===== config.mk =====
export PLATFORM = sky130hd
export DESIGN_NAME = dma_irq_aggregator
export DESIGN_NICKNAME = d
export VERILOG_FILES = /design/src/rtl/irqagg_pkg.sv /design/src/rtl/irqagg_chan_cell.sv /design/src/rtl/irqagg_global.sv /design/src/rtl/irqagg_summary.sv /design/src/rtl/dma_irq_aggregator.sv
export SDC_FILE = /design/constraint.sdc
export NUM_CORES = 2
export LEC_CHECK = 0
export CORE_MARGIN = 8
export CORE_UTILIZATION = 60
export CTS_CLUSTER_SIZE = 40
export DETAILED_ROUTE_END_ITERATION = 10
export PLACE_DENSITY = 0.83
export SYNTH_ARGS = -nofsm -noshare
export SYNTH_HDL_FRONTEND = slang
export SYNTH_HIERARCHICAL = 1
export SYNTH_SLANG_ARGS = --single-unit

===== constraint.sdc =====
create_clock -name clk -period 3.75 [get_ports clk]
set_clock_uncertainty 0.2 [all_clocks]
set_input_delay 0.75 -clock clk [delete_from_list [all_inputs] [get_ports clk]]
set_output_delay 0.75 -clock clk [all_outputs]
set_load 0.01 [all_outputs]

===== src/rtl/irqagg_pkg.sv =====
package irqagg_pkg;

  localparam int REG_W         = 32;
  localparam int CAUSE_DONE_B  = 0;
  localparam int CAUSE_ERR_B   = 6;

  typedef enum logic [2:0] {
    RK_CH_STATUS  = 3'd0,
    RK_CH_MASK    = 3'd1,
    RK_TX_SUMMARY = 3'd2,
    RK_RX_SUMMARY = 3'd3,
    RK_GLOBAL     = 3'd4
  } reg_kind_e;

  function automatic logic [REG_W-1:0] pack_cause(input logic done_b, input logic err_b);
    logic [REG_W-1:0] w;
    w = '0;
    w[CAUSE_DONE_B] = done_b;
    w[CAUSE_ERR_B]  = err_b;
    return w;
  endfunction

endpackage


===== src/rtl/irqagg_chan_cell.sv =====
module irqagg_chan_cell #(
  parameter int NUM_OUT = 4
) (
  input  logic               clk,
  input  logic               rst,
  input  logic               done_pulse,
  input  logic               err_pulse,
  input  logic [NUM_OUT-1:0] clr_sel,
  input  logic [NUM_OUT-1:0] mask_sel,
  input  logic               wr_done,
  input  logic               wr_err,
  output logic [NUM_OUT-1:0] st_done,
  output logic [NUM_OUT-1:0] st_err,
  output logic [NUM_OUT-1:0] mk_done,
  output logic [NUM_OUT-1:0] mk_err,
  output logic [NUM_OUT-1:0] hit
);

  always_ff @(posedge clk) begin
    if (rst) begin
      st_done <= '0;
      st_err  <= '0;
      mk_done <= '0;
      mk_err  <= '0;
    end else begin
      for (int o = 0; o < NUM_OUT; o++) begin
        // a fresh cause wins over a clear in the same cycle
        st_done[o] <= (st_done[o] & ~(clr_sel[o] & wr_done)) | done_pulse;
        st_err[o]  <= (st_err[o]  & ~(clr_sel[o] & wr_err))  | err_pulse;
        if (mask_sel[o]) begin
          mk_done[o] <= wr_done;
          mk_err[o]  <= wr_err;
        end
      end
    end
  end

  assign hit = (st_done & mk_done) | (st_err & mk_err);

endmodule


===== src/rtl/irqagg_global.sv =====
module irqagg_global #(
  parameter int NUM_OUT = 4,
  parameter int GLB_W   = 8
) (
  input  logic                          clk,
  input  logic                          rst,
  input  logic [GLB_W-1:0]              glb_pulse,
  input  logic [NUM_OUT-1:0]            clr_sel,
  input  logic [GLB_W-1:0]              clr_data,
  output logic [NUM_OUT-1:0][GLB_W-1:0] glb_st
);

  always_ff @(posedge clk) begin
    if (rst) begin
      glb_st <= '0;
    end else begin
      for (int o = 0; o < NUM_OUT; o++) begin
        glb_st[o] <= (glb_st[o] & ~(clr_sel[o] ? clr_data : '0)) | glb_pulse;
      end
    end
  end

endmodule


===== src/rtl/irqagg_summary.sv =====
module irqagg_summary #(
  parameter int NUM_CH  = 64,
  parameter int NUM_OUT = 4,
  parameter int GLB_W   = 8,
  localparam int PAIRS  = NUM_CH / 2
) (
  input  logic                           clk,
  input  logic                           rst,
  input  logic [NUM_OUT-1:0][NUM_CH-1:0] hit,
  input  logic [NUM_OUT-1:0][GLB_W-1:0]  glb_st,
  output logic [NUM_OUT-1:0][PAIRS-1:0]  tx_sum,
  output logic [NUM_OUT-1:0][PAIRS-1:0]  rx_sum,
  output logic [NUM_OUT-1:0]             irq_q
);

  logic [NUM_OUT-1:0] line_next;

  for (genvar o = 0; o < NUM_OUT; o++) begin : g_line
    for (genvar p = 0; p < PAIRS; p++) begin : g_pair
      assign tx_sum[o][p] = hit[o][2*p];
      assign rx_sum[o][p] = hit[o][2*p+1];
    end
    assign line_next[o] = (|tx_sum[o]) | (|rx_sum[o]) | (|glb_st[o]);
  end

  always_ff @(posedge clk) begin
    if (rst) irq_q <= '0;
    else     irq_q <= line_next;
  end

endmodule


===== src/rtl/dma_irq_aggregator.sv =====
module dma_irq_aggregator
  import irqagg_pkg::*;
#(
  parameter int  NUM_CH  = 64,
  parameter int  NUM_OUT = 4,
  parameter int  GLB_W   = 8,
  localparam int CH_W    = (NUM_CH  > 1) ? $clog2(NUM_CH)  : 1,
  localparam int OUT_W   = (NUM_OUT > 1) ? $clog2(NUM_OUT) : 1,
  localparam int PAIRS   = NUM_CH / 2
) (
  input  logic               clk,
  input  logic               rst,
  input  logic [NUM_CH-1:0]  done_pulse_i,
  input  logic [NUM_CH-1:0]  err_pulse_i,
  input  logic [GLB_W-1:0]   glb_pulse_i,
  input  logic               reg_we_i,
  input  logic               reg_re_i,
  input  logic [2:0]         reg_kind_i,
  input  logic [CH_W-1:0]    reg_ch_i,
  input  logic [OUT_W-1:0]   reg_out_i,
  input  logic [31:0]        reg_wdata_i,
  output logic [31:0]        reg_rdata_o,
  output logic [NUM_OUT-1:0] irq_o
);

  reg_kind_e          kind;
  logic               ch_ok, out_ok;
  logic               clr_hit, mask_hit, glb_hit;
  logic [NUM_OUT-1:0] out_onehot;

  logic [NUM_CH-1:0][NUM_OUT-1:0] c_st_done, c_st_err, c_mk_done, c_mk_err, c_hit;
  logic [NUM_OUT-1:0][NUM_CH-1:0] done_st, err_st, done_mk, err_mk, hit;
  logic [NUM_OUT-1:0][GLB_W-1:0]  glb_st;
  logic [NUM_OUT-1:0][PAIRS-1:0]  tx_sum, rx_sum;
  logic [REG_W-1:0]               rd_next;

  assign kind       = reg_kind_e'(reg_kind_i);
  assign ch_ok      = (int'(reg_ch_i)  < NUM_CH);
  assign out_ok     = (int'(reg_out_i) < NUM_OUT);
  assign out_onehot = NUM_OUT'(1) << reg_out_i;
  assign clr_hit    = reg_we_i && (kind == RK_CH_STATUS) && ch_ok && out_ok;
  assign mask_hit   = reg_we_i && (kind == RK_CH_MASK)   && ch_ok && out_ok;
  assign glb_hit    = reg_we_i && (kind == RK_GLOBAL)    && out_ok;

  for (genvar c = 0; c < NUM_CH; c++) begin : g_ch
    logic sel_ch;
    assign sel_ch = (reg_ch_i == CH_W'(c));

    irqagg_chan_cell #(.NUM_OUT(NUM_OUT)) u_cell (
      .clk        (clk),
      .rst        (rst),
      .done_pulse (done_pulse_i[c]),
      .err_pulse  (err_pulse_i[c]),
      .clr_sel    ((clr_hit  && sel_ch) ? out_onehot : '0),
      .mask_sel   ((mask_hit && sel_ch) ? out_onehot : '0),
      .wr_done    (reg_wdata_i[CAUSE_DONE_B]),
      .wr_err     (reg_wdata_i[CAUSE_ERR_B]),
      .st_done    (c_st_done[c]),
      .st_err     (c_st_err[c]),
      .mk_done    (c_mk_done[c]),
      .mk_err     (c_mk_err[c]),
      .hit        (c_hit[c])
    );

    for (genvar o = 0; o < NUM_OUT; o++) begin : g_tr
      assign done_st[o][c] = c_st_done[c][o];
      assign err_st[o][c]  = c_st_err[c][o];
      assign done_mk[o][c] = c_mk_done[c][o];
      assign err_mk[o][c]  = c_mk_err[c][o];
      assign hit[o][c]     = c_hit[c][o];
    end
  end

  irqagg_global #(.NUM_OUT(NUM_OUT), .GLB_W(GLB_W)) u_global (
    .clk       (clk),
    .rst       (rst),
    .glb_pulse (glb_pulse_i),
    .clr_sel   (glb_hit ? out_onehot : '0),
    .clr_data  (reg_wdata_i[GLB_W-1:0]),
    .glb_st    (glb_st)
  );

  irqagg_summary #(.NUM_CH(NUM_CH), .NUM_OUT(NUM_OUT), .GLB_W(GLB_W)) u_summary (
    .clk    (clk),
    .rst    (rst),
    .hit    (hit),
    .glb_st (glb_st),
    .tx_sum (tx_sum),
    .rx_sum (rx_sum),
    .irq_q  (irq_o)
  );

  always_comb begin
    rd_next = '0;
    if (out_ok) begin
      case (kind)
        RK_CH_STATUS:  if (ch_ok) rd_next = pack_cause(done_st[reg_out_i][reg_ch_i],
                                                       err_st[reg_out_i][reg_ch_i]);
        RK_CH_MASK:    if (ch_ok) rd_next = pack_cause(done_mk[reg_out_i][reg_ch_i],
                                                       err_mk[reg_out_i][reg_ch_i]);
        RK_TX_SUMMARY: rd_next[PAIRS-1:0] = tx_sum[reg_out_i];
        RK_RX_SUMMARY: rd_next[PAIRS-1:0] = rx_sum[reg_out_i];
        RK_GLOBAL:     rd_next[GLB_W-1:0] = glb_st[reg_out_i];
        default:       rd_next = '0;
      endcase
    end
  end

  always_ff @(posedge clk) begin
    if (rst)           reg_rdata_o <= '0;
    else if (reg_re_i) reg_rdata_o <= rd_next;
  end

endmodule


Word level (Yosys, flattened, before mapping)
Index checks and enable logic that the tools add are counted.
{"block": "word_totals", "reg_bits": 1092, "in_bits": 183, "output_inout_bits": 36, "elab_cells": 3278}
{"block": "op_classes", "magnitude_cmp": 2, "eq_ne": 67, "n_shift": 1, "mux": 157, "bitwise": 2260, "n_reduce_logical": 145}
{"operator": "AND 1 bit", "count": 1024}
{"operator": "OR 1 bit", "count": 520}
{"operator": "two-way mux 4 bit", "count": 129}
{"operator": "AND 4 bit", "count": 128}
{"operator": "binary-select mux 64 bit (select 2 bit)", "count": 4}
{"operator": "NOT 1 bit", "count": 512}
{"operator": "two-way mux 64 bit", "count": 4}
{"operator": "OR 4 bit", "count": 64}
{"operator": "OR reduction 32 bit", "count": 8}
{"operator": "equality test 6 bit, second input constant", "count": 32}
{"operator": "logical AND 1 bit", "count": 131}
{"operator": "binary-select mux 32 bit (select 2 bit)", "count": 2}
{"operator": "equality test 6 x 5 -> 1 bit, second input constant", "count": 16}
{"operator": "two-way mux 32 bit", "count": 2}
{"operator": "equality test 6 x 4 -> 1 bit, second input constant", "count": 8}
{"operator": "one-hot mux 24 bit (2 select lines)", "count": 1}
{"operator": "two-way mux 8 bit", "count": 5}
{"operator": "one-hot mux 8 bit (5 select lines)", "count": 1}
{"operator": "AND 8 bit", "count": 4}
{"operator": "NOT 8 bit", "count": 4}
{"operator": "OR 8 bit", "count": 4}
{"operator": "OR reduction 8 bit", "count": 4}
{"operator": "binary-select mux 1 bit (select 6 bit)", "count": 4}
{"operator": "equality test 6 x 3 -> 1 bit, second input constant", "count": 4}
{"operator": "12 further kinds", "count": 17}

Longest topological paths before layout
{"block": "logic_depth", "ltp_word": 8, "ltp_mapped": 13, "mapped_depth_nobuf": 8}

Hierarchy
Netlist, hierarchy kept.
{"mod": "irqagg_chan_cell", "n_inst": 64, "cells_per_inst": 58, "area_each_um2": 613.1, "seq_area_each_um2": 320.3}
{"mod": "dma_irq_aggregator", "n_inst": 1, "cells_per_inst": 1744, "area_each_um2": 14715.4, "seq_area_each_um2": 640.6}
{"mod": "irqagg_summary", "n_inst": 1, "cells_per_inst": 364, "area_each_um2": 2647.5, "seq_area_each_um2": 80.1}
{"mod": "irqagg_global", "n_inst": 1, "cells_per_inst": 118, "area_each_um2": 1124.8, "seq_area_each_um2": 640.6}

Worst setup path after synthesis
OpenSTA, ideal clock, no wires.
{"block": "synth_timing", "path_type": "input port to flip-flop", "start": "input reg_out_i[0]", "end": "register u_global/glb_st[23] (netlist bit)", "setup_ps": 91, "arrival_ps": 2851, "required_ps": 3459, "path_slack_ps": 608, "cell_stages": 12, "path_cell_list": "buf_6 > buf_12 > buf_6 > buf_6 > buf_8 > buf_2 > nand2b_1 > clkbuf_1 > clkbuf_1 > nor2_1 > clkbuf_1 > a311oi_1"}
{"block": "synth_via", "elab_chain_cells": 6}
{"item": "start, declared", "line_no": "dma_irq_aggregator.sv:20", "rtl": "input logic [OUT_W-1:0] reg_out_i,"}
{"item": "<< shifter 1 x 2 -> 4 bit", "line_no": "dma_irq_aggregator.sv:40", "rtl": "assign out_onehot = NUM_OUT'(1) << reg_out_i;"}
{"item": "two-way mux 4 bit", "line_no": "dma_irq_aggregator.sv:78", "rtl": ".clr_sel (glb_hit ? out_onehot : '0),"}
{"item": "two-way mux 8 bit", "line_no": "irqagg_global.sv:18", "rtl": "glb_st[o] <= (glb_st[o] & ~(clr_sel[o] ? clr_data : '0)) | glb_pulse;"}
{"item": "NOT 8 bit", "line_no": "irqagg_global.sv:18"}
{"item": "AND 8 bit", "line_no": "irqagg_global.sv:18"}
{"item": "OR 8 bit", "line_no": "irqagg_global.sv:18"}
{"item": "end signal, assigned by index", "line_no": "irqagg_global.sv:18"}
{"item": "end, declared", "line_no": "irqagg_global.sv:10", "rtl": "output logic [NUM_OUT-1:0][GLB_W-1:0] glb_st"}
Every way passes these cells.
A chain may end at the register's enable or synchronous reset.

Final worst setup path
{"block": "layout_timing", "start": "input reg_out_i[0]", "end": "register reg_rdata_o[0]"}
{"block": "layout_via", "elab_chain_cells": 5}
{"item": "binary-select mux 64 bit (select 2 bit), on equally long branches", "line_no": "dma_irq_aggregator.sv:99, dma_irq_aggregator.sv:97"}
{"item": "two-way mux 64 bit, on equally long branches", "line_no": "dma_irq_aggregator.sv:99, dma_irq_aggregator.sv:97"}
{"item": "binary-select mux 1 bit (select 6 bit), on equally long branches", "line_no": "dma_irq_aggregator.sv:99, dma_irq_aggregator.sv:97"}
{"item": "two-way mux 1 bit, on equally long branches", "line_no": "dma_irq_aggregator.sv:99, dma_irq_aggregator.sv:97"}
{"item": "one-hot mux 8 bit (5 select lines) (*)", "line_no": "dma_irq_aggregator.sv:96", "rtl": "case (kind)"}
{"item": "end signal, assigned", "line_no": "dma_irq_aggregator.sv:111", "rtl": "else if (reg_re_i) reg_rdata_o <= rd_next;"}
{"item": "end, declared", "line_no": "dma_irq_aggregator.sv:22", "rtl": "output logic [31:0] reg_rdata_o,"}
Every way passes the cells marked *; elsewhere a longest branch is shown, timed or not. The select of a mux whose other input is x is not followed.

==> results by group <==
Outcome
  • Status: completed

Floorplan
  • Core area: about 95000 sq um
  • Starting Density: 60.7%
  • I/O pin count: between 200 and 250
  • DIE HEIGHT: 326 microns
  • Full die area: roughly 110000 sq um
  • Die W: ~330 microns
  • Site Rows: 113

STA
  • Final hold vios: 0
  • Slew Limit Headroom: about a fifth
  • Period utilization: between 80 and 90%
  • Final min period: between 3 and 4 ns
  • Worst Max-Slew Pin Slew: 1.18 ns
  • Setup Viol. Count Final: 0
  • F_max: 0.308 GHz
  • Slew Limit Fails: 0
  • Fin worst setup slack: about 0.50 ns
  • RSZ-0062 raised after global routing: false

Place
  • Dpl hpwl: around 150000 microns
  • Pre-CTS setup slack: -0.112 ns
  • Dpl cells: 7049
  • Placed Area: approximately 60000 sq um
  • Port bufs: ~190
  • Placer Congestion: around 1.1

Synth
  • Main flop type after synthesis: dfxtp_1
  • Share of the synthesized area in the top cell type: around 38%
  • Syn Nets: 6121
  • Synth Warn #: 6
  • Register bit total from synthesis: 1092
  • Post-Syn Instances: ~6000
  • Count leader, synth: nor2_1
  • Register area share after synthesis: around 38%
  • Post-synth top cells: nor2_1 (1678), dfxtp_1 (1092), mux2i_1 (607)
  • EDFF count, synth: 0
  • Post-synthesis async set-or-reset flop share: 0%
  • Unique masters post-synth: 55
  • Synth area leaders: dfxtp_1 (38%), mux4_2 (12%), nor2_1 (11%)
  • Cell accounting for the most synthesized area: dfxtp_1
  • Syn_area_per_cell: 9.72 sq um
  • Post-Syn Area: just under 60000 sq um

Worst setup path
  • CP dominant cell by count: buf_4
  • Crit path cell chain: buf_8 > buf_12 > buf_4 > mux4_2 > a22oi_1 > a21o_1 > nand4_1 > o311ai_0 > buf_4 > o211ai_1
  • Setup CP Type: in -> reg
  • Startpoint types: input pin
  • CP required: approximately 4.2 ns
  • Crit path from: reg_out_i[0]
  • Critical Path Fanout Max: 27
  • Crit. End Element: flip-flop
  • WP data arrival: between 3 and 4 ns
  • Critical-path top delay cell: mux4_2
  • Slowest stage delay, CP: approximately 0.57 ns
  • R2r startpoint: g_ch[25].u_cell/st_done[2]
  • R2R Setup Slk: approximately 0.84 ns

Clock tree
  • Worst-case clock buffer depth: 3
  • Worst-path clk slew: about 0.06 ns
  • Hold_buf cts: 0
  • Post-CTS sizing: 0
  • CTS tree: done
  • Clk sinks: around 1100
  • Root Driver: clkbuf_16
  • Number of CTS-inserted buffers: 111
  • Setup bufs post-CTS: 0
  • Worst-skew pair later-pin latency: 0.73 ns
  • H-tree depth: 3

Drt
  • Top Metal Used: met5
  • Post-route DRC: 0
  • Via count: between 40000 and 50000
  • Drt first pass iters: 6
  • Vias per cell: roughly 6.8
  • ANT nets after route: 0
  • Met2 wire len: about 87000 microns
  • Avg WL per Cell: approximately 28 microns
  • DRT Wirelength: just over 200000 microns
  • DRT met1 WL: roughly 74000 microns
  • Initial drt markers: 7006
  • Met3 WL: 27900 microns

Finish
  • Reg area: 21900 sq um
  • Post-route cell area: ~64000 sq um
  • # fillers: 7035
  • Multi-input gate area: 31700 sq um
  • Nets: between 6000 and 7000
  • Area growth syn-to-layout: 10.4%
  • Final std cells w/o fill: between 7000 and 8000
  • Share of post-route cells with drive strength above 1: about a fifth

Pwr
  • PD cells: a little over 400 nW/um^2
  • Static Leak: between 0.02 and 0.025 uW
  • Peak VDD IR: approximately 360 uV

Min path
  • HP Start: reg_wdata_i[0]
  • Hold Crit Class: in -> reg

Global routing
  • First-pass GRT wire length: between 300000 and 400000 microns
  • Initial antenna violation count: 15
  • Total GRT Usage: a little over a third
  • Total grt overflow: 0
  • Vias in the first global route: approximately 48000
  • Largest net degree at the start of global routing: roughly 150

Run
  • Max-Cap Viols: 0
-- layer usage --
| metal | global-route usage [%] | vias up |
|---|---|---|
| li1 | - | 21241 |
| met1 | 46.2 | 24069 |
| met2 | 54.3 | 3516 |
| met3 | 11.9 | 827 |
| met4 | 21.9 | 10 |
| met5 | 0 | - |
-- registers in the layout (all words and copies together) (netlist names) --
signal,cells
g_ch.u_cell/mk_err,256
u_global/glb_st,32
g_ch.u_cell/st_err,256
g_ch.u_cell/mk_done,256
g_ch.u_cell/st_done,256
u_summary/irq_q,4
reg_rdata_o,32
-- critical path: cells and delay by family --
kind	cells	cell delay, ns
simple gates	1	0.11
buf+inv	4	0.97
compound gates	4	1.18
mux	1	0.57
-- power breakdown --
group	total [uW]	leakage [uW]	switching (uW)	internal (uW)
Clock	11000	0.00174	4810	6240
Combinational	2990	0.0116	1810	1180
Sequential	12500	0.00898	429	12000
Total	26500	0.0223	7050	19500
-- metrics by stage --
step	utilization (%)	hold WS [ns]	power [uW]	setup TNS, ns
floorplan	-	0.262	14200	0
global placement	63.2	0.272	15500	-0.128
detailed placement	63.2	0.280	15600	-0.150
CTS	67.0	0.178	26400	0
global route	67.0	0.195	27100	0
finish	67.0	0.190	26500	0
-- path summary, 6_finish.rpt --
kind	end	cells past startpoint
min	g_ch[26].u_cell/st_done[1]	2
max	reg_rdata_o[0]	10
max reg2reg	u_summary/irq_q[2]	5
min reg2reg	reg_rdata_o[1]	2
-- area by class of cell --
| class | instances | share of cell area (%) |
|---|---|---|
| multi-input combinational | 4114 | 49.7 |
| sequential | 1092 | 34.3 |
| timing repair buffer | 436 | 7.05 |
| clock buffer | 152 | 4.93 |
| tap | 1265 | 2.48 |
| inverter | 142 | 0.836 |
| clock inverter | 40 | 0.626 |
| antenna | 12 | 0.0471 |
-- cells by family after synthesis --
| family | Yosys count | share of synthesized area, % |
|---|---|---|
| AO/OA/AOI/OAI | 1013 | 15.9 |
| buffers and inverters | 732 | 7.31 |
| flip-flops | 1092 | 37.9 |
| multiplexers | 931 | 22.9 |
| AND/OR/NAND/NOR | 2170 | 16.0 |
-- cells in the final DEF (no fill, tap or decap), types with 28 or more instances in the layout --
cell / Yosys / final
mux4_2: 297 / 297
clkbuf_16: 0 / 112
clkdlybuf4s50_1: 0 / 184
a211oi_2: 256 / 256
dfxtp_1: 1092 / 1092
a21oi_1: 66 / 66
buf_4: 272 / 184
o21ai_0: 31 / 31
a22o_1: 259 / 259
a311oi_1: 141 / 141
buf_12: 2 / 58
nand4_1: 28 / 28
a211oi_1: 176 / 176
mux2i_1: 607 / 607
a22oi_1: 30 / 30
nor2_1: 1678 / 1678
inv_2: 129 / 129
nor2b_2: 128 / 129
nand2_1: 172 / 171
nor4_1: 71 / 71
Note: power is estimated with default switching activity, not from simulation.
